`src/rtl/strb_pkg.sv`:
```
package strb_pkg;

    typedef enum logic [1:0] {
        BK_FIXED = 2'd0,
        BK_INCR  = 2'd1,
        BK_WRAP  = 2'd2,
        BK_RSVD  = 2'd3
    } burst_kind_e;

endpackage

```
`src/rtl/strb_cmd_decode.sv`:
```
module strb_cmd_decode
    import strb_pkg::*;
#(
    parameter int ADDR_W    = 32,
    parameter int BUS_BYTES = 4,
    parameter int LEN_W     = 8,
    localparam int OFS_W    = $clog2(BUS_BYTES),
    localparam int SZ_W     = $clog2(OFS_W + 1)
) (
    input  logic [2:0]        size_i,
    input  logic [LEN_W-1:0]  len_i,
    input  logic [1:0]        burst_i,
    output logic [SZ_W-1:0]   size_eff_o,
    output logic [ADDR_W-1:0] lane_mask_o,
    output logic [ADDR_W-1:0] wrap_mask_o,
    output burst_kind_e       kind_o
);
    logic [ADDR_W-1:0] beats_ext;
    logic [ADDR_W-1:0] wrap_bytes;

    always_comb begin
        // sizes wider than the bus are clamped to the bus width
        if (int'(size_i) > OFS_W) begin
            size_eff_o = SZ_W'(OFS_W);
        end else begin
            size_eff_o = SZ_W'(size_i);
        end
        lane_mask_o = (ADDR_W'(1) << size_eff_o) - ADDR_W'(1);
        beats_ext   = ADDR_W'(len_i) + ADDR_W'(1);
        wrap_bytes  = beats_ext << size_eff_o;
        wrap_mask_o = wrap_bytes - ADDR_W'(1);
        case (burst_i)
            2'd0:    kind_o = BK_FIXED;
            2'd2:    kind_o = BK_WRAP;
            default: kind_o = BK_INCR;
        endcase
    end
endmodule

```
`src/rtl/strb_lane_mask.sv`:
```
module strb_lane_mask #(
    parameter int BUS_BYTES = 4,
    localparam int OFS_W    = $clog2(BUS_BYTES),
    localparam int SZ_W     = $clog2(OFS_W + 1)
) (
    input  logic [OFS_W-1:0]     ofs_i,
    input  logic [SZ_W-1:0]      size_i,
    output logic [BUS_BYTES-1:0] strb_o
);
    logic [OFS_W:0] nbytes;
    logic [OFS_W:0] first;
    logic [OFS_W:0] span_base;
    logic [OFS_W:0] span_end;

    always_comb begin
        nbytes    = (OFS_W+1)'(1) << size_i;
        first     = {1'b0, ofs_i};
        span_base = first & ~(nbytes - (OFS_W+1)'(1));
        span_end  = span_base + nbytes;
    end

    for (genvar gl = 0; gl < BUS_BYTES; gl++) begin : g_lane
        assign strb_o[gl] = ((OFS_W+1)'(gl) >= first) && ((OFS_W+1)'(gl) < span_end);
    end
endmodule

```
`src/rtl/strb_next_addr.sv`:
```
module strb_next_addr
    import strb_pkg::*;
#(
    parameter int ADDR_W = 32
) (
    input  logic [ADDR_W-1:0] addr_i,
    input  logic [ADDR_W-1:0] lane_mask_i,
    input  logic [ADDR_W-1:0] wrap_mask_i,
    input  burst_kind_e       kind_i,
    output logic [ADDR_W-1:0] next_o
);
    logic [ADDR_W-1:0] aligned;
    logic [ADDR_W-1:0] stepped;

    always_comb begin
        aligned = addr_i & ~lane_mask_i;
        stepped = aligned + lane_mask_i + ADDR_W'(1);
        case (kind_i)
            BK_FIXED: next_o = addr_i;
            BK_WRAP:  next_o = (addr_i & ~wrap_mask_i) | (stepped & wrap_mask_i);
            default:  next_o = stepped;
        endcase
    end
endmodule

```
`src/rtl/strb_burst_gen.sv`:
```
module strb_burst_gen
    import strb_pkg::*;
#(
    parameter int ADDR_W    = 32,
    parameter int BUS_BYTES = 4,
    parameter int LEN_W     = 8
) (
    input  logic                 clk,
    input  logic                 rst_n,
    input  logic                 cmd_valid,
    output logic                 cmd_ready,
    input  logic [ADDR_W-1:0]    cmd_addr,
    input  logic [2:0]           cmd_size,
    input  logic [LEN_W-1:0]     cmd_len,
    input  logic [1:0]           cmd_burst,
    output logic                 beat_valid,
    input  logic                 beat_ready,
    output logic [ADDR_W-1:0]    beat_addr,
    output logic [BUS_BYTES-1:0] beat_strb,
    output logic                 beat_last
);
    localparam int OFS_W = $clog2(BUS_BYTES);
    localparam int SZ_W  = $clog2(OFS_W + 1);

    typedef struct packed {
        logic              busy;
        logic [ADDR_W-1:0] addr;
        logic [SZ_W-1:0]   size;
        logic [ADDR_W-1:0] lmask;
        logic [ADDR_W-1:0] wmask;
        burst_kind_e       kind;
        logic [LEN_W-1:0]  len;
        logic [LEN_W-1:0]  cnt;
    } gen_state_t;

    gen_state_t st_d, st_q;

    logic [SZ_W-1:0]   dec_size;
    logic [ADDR_W-1:0] dec_lmask;
    logic [ADDR_W-1:0] dec_wmask;
    burst_kind_e       dec_kind;
    logic [ADDR_W-1:0] addr_next;
    logic              at_last;

    strb_cmd_decode #(
        .ADDR_W   (ADDR_W),
        .BUS_BYTES(BUS_BYTES),
        .LEN_W    (LEN_W)
    ) u_decode (
        .size_i     (cmd_size),
        .len_i      (cmd_len),
        .burst_i    (cmd_burst),
        .size_eff_o (dec_size),
        .lane_mask_o(dec_lmask),
        .wrap_mask_o(dec_wmask),
        .kind_o     (dec_kind)
    );

    strb_next_addr #(
        .ADDR_W(ADDR_W)
    ) u_step (
        .addr_i     (st_q.addr),
        .lane_mask_i(st_q.lmask),
        .wrap_mask_i(st_q.wmask),
        .kind_i     (st_q.kind),
        .next_o     (addr_next)
    );

    strb_lane_mask #(
        .BUS_BYTES(BUS_BYTES)
    ) u_lanes (
        .ofs_i (st_q.addr[OFS_W-1:0]),
        .size_i(st_q.size),
        .strb_o(beat_strb)
    );

    assign at_last = (st_q.cnt == st_q.len);

    always_comb begin
        st_d = st_q;
        if (!st_q.busy) begin
            if (cmd_valid) begin
                st_d.busy  = 1'b1;
                st_d.addr  = cmd_addr;
                st_d.size  = dec_size;
                st_d.lmask = dec_lmask;
                st_d.wmask = dec_wmask;
                st_d.kind  = dec_kind;
                st_d.len   = cmd_len;
                st_d.cnt   = '0;
            end
        end else if (beat_ready) begin
            if (at_last) begin
                st_d.busy = 1'b0;
            end else begin
                st_d.cnt  = st_q.cnt + LEN_W'(1);
                st_d.addr = addr_next;
            end
        end
    end

    always_ff @(posedge clk) begin
        if (!rst_n) begin
            st_q <= '0;
        end else begin
            st_q <= st_d;
        end
    end

    assign cmd_ready  = !st_q.busy;
    assign beat_valid = st_q.busy;
    assign beat_addr  = st_q.addr;
    assign beat_last  = st_q.busy && at_last;

    // accepted command shows up as the first beat
    a_r3_first_beat: assert property (@(posedge clk) disable iff (!rst_n)
        cmd_valid && cmd_ready |=> beat_valid && (beat_addr == $past(cmd_addr)));

    // lowest strobe lies on the beat's own lane, span never exceeds the size
    a_r2_strb_span: assert property (@(posedge clk) disable iff (!rst_n)
        beat_valid |-> beat_strb[beat_addr[OFS_W-1:0]]
                       && ($countones(beat_strb) <= (1 << st_q.size)));

    // stalled beat holds
    a_r7_hold: assert property (@(posedge clk) disable iff (!rst_n)
        beat_valid && !beat_ready |=> beat_valid && $stable(beat_addr)
                                      && $stable(beat_strb) && $stable(beat_last));

    // final handshake returns to idle
    a_r8_last_idle: assert property (@(posedge clk) disable iff (!rst_n)
        beat_valid && beat_ready && beat_last |=> !beat_valid && cmd_ready);

    // incrementing beats after the first are size-aligned
    a_r4_incr_aligned: assert property (@(posedge clk) disable iff (!rst_n)
        beat_valid && beat_ready && !beat_last && (st_q.kind == BK_INCR)
        |=> (beat_addr & st_q.lmask) == '0);

    // fixed bursts repeat the beat exactly
    a_r5_fixed_repeat: assert property (@(posedge clk) disable iff (!rst_n)
        beat_valid && beat_ready && !beat_last && (st_q.kind == BK_FIXED)
        |=> (beat_addr == $past(beat_addr)) && (beat_strb == $past(beat_strb)));

    // wrapping bursts stay in their window
    a_r6_wrap_window: assert property (@(posedge clk) disable iff (!rst_n)
        beat_valid && beat_ready && !beat_last && (st_q.kind == BK_WRAP)
        |=> ((beat_addr ^ $past(beat_addr)) & ~st_q.wmask) == '0);

endmodule

```
`config.mk`:
```
export PLATFORM = sky130hd
export DESIGN_NAME = strb_burst_gen
export DESIGN_NICKNAME = d
export VERILOG_FILES = /design/src/rtl/strb_pkg.sv /design/src/rtl/strb_cmd_decode.sv /design/src/rtl/strb_lane_mask.sv /design/src/rtl/strb_next_addr.sv /design/src/rtl/strb_burst_gen.sv
export SDC_FILE = /design/constraint.sdc
export NUM_CORES = 1
export LEC_CHECK = 0
export CORE_MARGIN = 2
export CORE_UTILIZATION = 59
export CTS_CLUSTER_DIAMETER = 30
export DETAILED_ROUTE_END_ITERATION = 16
export PLACE_DENSITY = 0.83
export SYNTH_ARGS = -nofsm -noshare
export SYNTH_HDL_FRONTEND = slang
export SYNTH_HIERARCHICAL = 1
export SYNTH_SLANG_ARGS = --single-unit
```
`constraint.sdc`:
```
create_clock -name clk -period 4.3 [get_ports clk]
set_input_delay 0.43 -clock clk [delete_from_list [all_inputs] [get_ports clk]]
set_output_delay 0.43 -clock clk [all_outputs]
set_load 0.05 [all_outputs]
```
==> impl_summary.log <==
INFO  metric result_of_the_run = complete, no violations
INFO  metric n_antenna_cell = 0
INFO  metric clk_pin_slew = 50 ps
INFO  metric setup_viol = 0
INFO  metric dr_total_vias = 7,313
INFO  metric initial_cell_density_of_the_core = 0.5987
INFO  metric grt_pass1_wl = 31,930 microns
INFO  metric grt_residual_overflow = 0
INFO  metric layout_commonest_cell = nand2_1
INFO  metric number_of_sinks_handled_by_clock_tree_synthesis = 117
INFO  metric final_antenna_net_count = 0
INFO  metric post_synth.cell_area_avg = 7.635 sq um
INFO  metric min_path_cells = 2
INFO  metric fmax = 285.3 MHz
INFO  metric die_height = 119.2 microns
INFO  metric setup_repair_after_global_routing_missed_its_margin = no
INFO  metric synthCells = 1,026
INFO  metric hold_path.class = reg -> reg
INFO  metric final_min_period_over_clock_period = 0.8151
INFO  metric cellPowerDensity = 376.3 nW/um^2
INFO  metric core_region_area = 13,090 sq um
INFO  metric slew_violations = 0
INFO  metric cts_setup_buffers = 0
INFO  metric cts_tree = built
INFO  metric critical_path_peak_fanout = 10
INFO  metric synth_top_area_cells = dfxtp_1 30%, nand2_1 7.8%, a21oi_1 7.7%
INFO  metric endpoint_kind = flop
INFO  metric cts_root_buffer = clkbuf_16
INFO  metric design.final.nets = 1,080
INFO  metric via_count_of_the_first_global_routing_pass = 6,686
INFO  metric cp-start-kind = flop
INFO  metric timing.slew.headroom = 0.3296
INFO  metric synth.cell_area = 7834 sq um
INFO  metric finalWirelength = 19,100 microns
INFO  metric wl_per_cell = 15.73 microns
INFO  metric rows = 42
INFO  metric synth-main-ff-cell = dfxtp_1
INFO  metric clk_path_buf_depth = 2
INFO  metric cts_made_buffers = 17
INFO  metric finalClockSkew = 7.886 ps
INFO  metric synth_top_area_frac = 0.2990
INFO  metric area_growth = 12.14%
INFO  metric drc = 0
INFO  metric cp_data_required_time = 4600 ps
INFO  metric ctsHtreeMaxLevel = 4
INFO  metric viasPerCell = 6.024
INFO  metric timing.final.hold_violations = 0
INFO  metric reg2reg_from = beat_addr[1]
INFO  metric netlist.top_cell.by_area = dfxtp_1
INFO  metric layout_min_cycle_time = 3505 ps
INFO  metric p_leak = 3.240 nW
INFO  metric synth_edf_count = 0
INFO  metric ioPinCount = 88
INFO  metric drt_first_iter_violations = 686
INFO  metric ffs_w_async_s_r_synth = 0
INFO  metric worstPathArrival = 3810 ps
INFO  metric post_cts_hold_buffer_count = 0
INFO  metric die-area = 14,220 sq um
INFO  metric reg2reg_setup_slack = 800 ps
INFO  metric most-common-layout-cells = 161 x nand2_1, 121 x a21oi_1, 117 x dfxtp_1
INFO  metric layout-drive-gt1-share = 0.09538
INFO  metric routabilityCongestion = 0.8759
INFO  metric hold-path-endpoint = st_q[75]
INFO  metric timing.hold.ws = 453.7 ps
INFO  metric insertion_delay = 420 ps
INFO  metric worst_pin_slew = 996.5 ps
INFO  metric grt.total_usage = 0.2725
INFO  metric grt_max_degree = 143
INFO  metric post_synthesis_sequential_element_count = 117
INFO  metric peakVddDrop = 0.2345 mV
INFO  metric critical_path_class = reg -> reg
INFO  metric post-layout-total-power = 3.306 mW
INFO  metric antenna_found_initial = 0
INFO  metric synth-seq-area-share = 0.2990
INFO  metric chipWidth = 119.2 microns
INFO  metric reg2reg_to = beat_addr[22]
INFO  metric iteration_count_of_the_initial_detailed_routing_pass = 7
INFO  metric min-delay-start = st_q[75]
INFO  metric worst_r2r_path_depth = 12
INFO  metric numPortBuffers = 87
INFO  metric hpwl = 12,370 microns
INFO  metric ctsResizeCount = 0
INFO  metric yosys_warnings = 6
INFO  metric max_cap_violations = 0
INFO  metric synth.distinct_cells = 82
INFO  metric setup_total_negative_slack = 0 ps
## final cells by class
class	count	area [sq um]
fill	1081	4300
clock buffer	30	524.3
clock inverter	2	13.76
multi-input combinational	762	4598
inverter	28	105.1
tap	176	220.2
timing repair buffer	99	980.9
sequential	117	2342
## critical path, cell delays in order, from the launching register on
cell and delay (ps):
dfxtp_1 480, nor2_1 130, inv_1 80, ha_1 220
o221ai_2 210, or3_4 420, or4_1 760, or3_4 480
nor3_2 130, a211oi_2 60, a22oi_1 200, o21ai_2 70
o311a_1 140
## cell usage after synthesis, types with 4 or more instances
master,count
a211oi_1,9
a21boi_1,6
a21oi_1,121
a221oi_1,6
a22oi_1,33
and2_1,4
and3_1,5
buf_1,9
buf_2,14
buf_4,75
buf_6,8
clkbuf_1,42
dfxtp_1,117
ha_1,6
inv_1,26
mux2i_1,16
nand2_1,162
nand2b_1,8
nand3_1,22
nand4_1,5
nor2_1,64
nor2b_1,10
nor3_1,21
nor4_1,9
nor4_2,4
o2111a_1,5
o211ai_1,4
o21ai_0,32
o21ai_1,8
o21ai_2,32
o22ai_1,7
o311a_1,32
or3_1,11
xnor2_1,8
xor2_1,15
## routing by layer
layer | global-route usage | share of wire | up-vias | wire length (microns)
met5 | 0 | 0 | - | 0
met4 | 0.09524 | 0.017 | 0 | 329
met3 | 0.04885 | 0.059 | 28 | 1127
met2 | 0.4422 | 0.47 | 255 | 8979
met1 | 0.3645 | 0.45 | 3439 | 8657
li1 | - | - | 3591 | -
## stage by stage
step | util | worst slack (ps) | cells | instance area [sq um]
after floorplan | - | 1312 | 1055 | 7943
after global placement | 0.6302 | 936.0 | 1182 | 8247
after detailed placement | 0.6302 | 846.3 | 1182 | 8247
after CTS | 0.6714 | 836.5 | 1214 | 8785
after global routing | 0.6714 | 555.0 | 1214 | 8785
final | 0.6714 | 795.1 | 1214 | 8785
## worst max-delay path by stage
| stage | from | endpoint | cells after the start |
|---|---|---|---|
| after detailed placement | beat_addr[1] | beat_addr[22] | 12 |
| after global placement | beat_addr[1] | beat_addr[22] | 12 |
| final | beat_addr[1] | beat_addr[22] | 12 |
| after floorplan | beat_addr[1] | beat_addr[22] | 13 |
| after CTS | beat_addr[1] | beat_addr[22] | 12 |
| after global routing | beat_addr[1] | beat_addr[26] | 12 |
## registers in the layout, indices dropped and copies added (netlist names)
| name | flops |
|---|---|
| beat_valid | 1 |
| st_q | 84 |
| beat_addr | 32 |
## kinds of logic after synthesis
| group | share of synthesized area |
|---|---|
| AND/OR/NAND/NOR | 0.2097 |
| AO/OA/AOI/OAI | 0.2947 |
| buffers and inverters | 0.1302 |
| flip-flops | 0.2990 |
| XOR/XNOR | 0.02779 |
| multiplexers | 0.02811 |
| adder cells (fa/ha/maj) | 0.009583 |
| other | 0.0009587 |
## power by group
| group | switching, mW | internal (mW) | total, mW |
|---|---|---|---|
| sequential | 0.0751 | 1.15 | 1.23 |
| combinational | 0.492 | 0.298 | 0.790 |
| clock | 0.475 | 0.813 | 1.29 |
No activity file was read; power rests on OpenSTA's default activity.
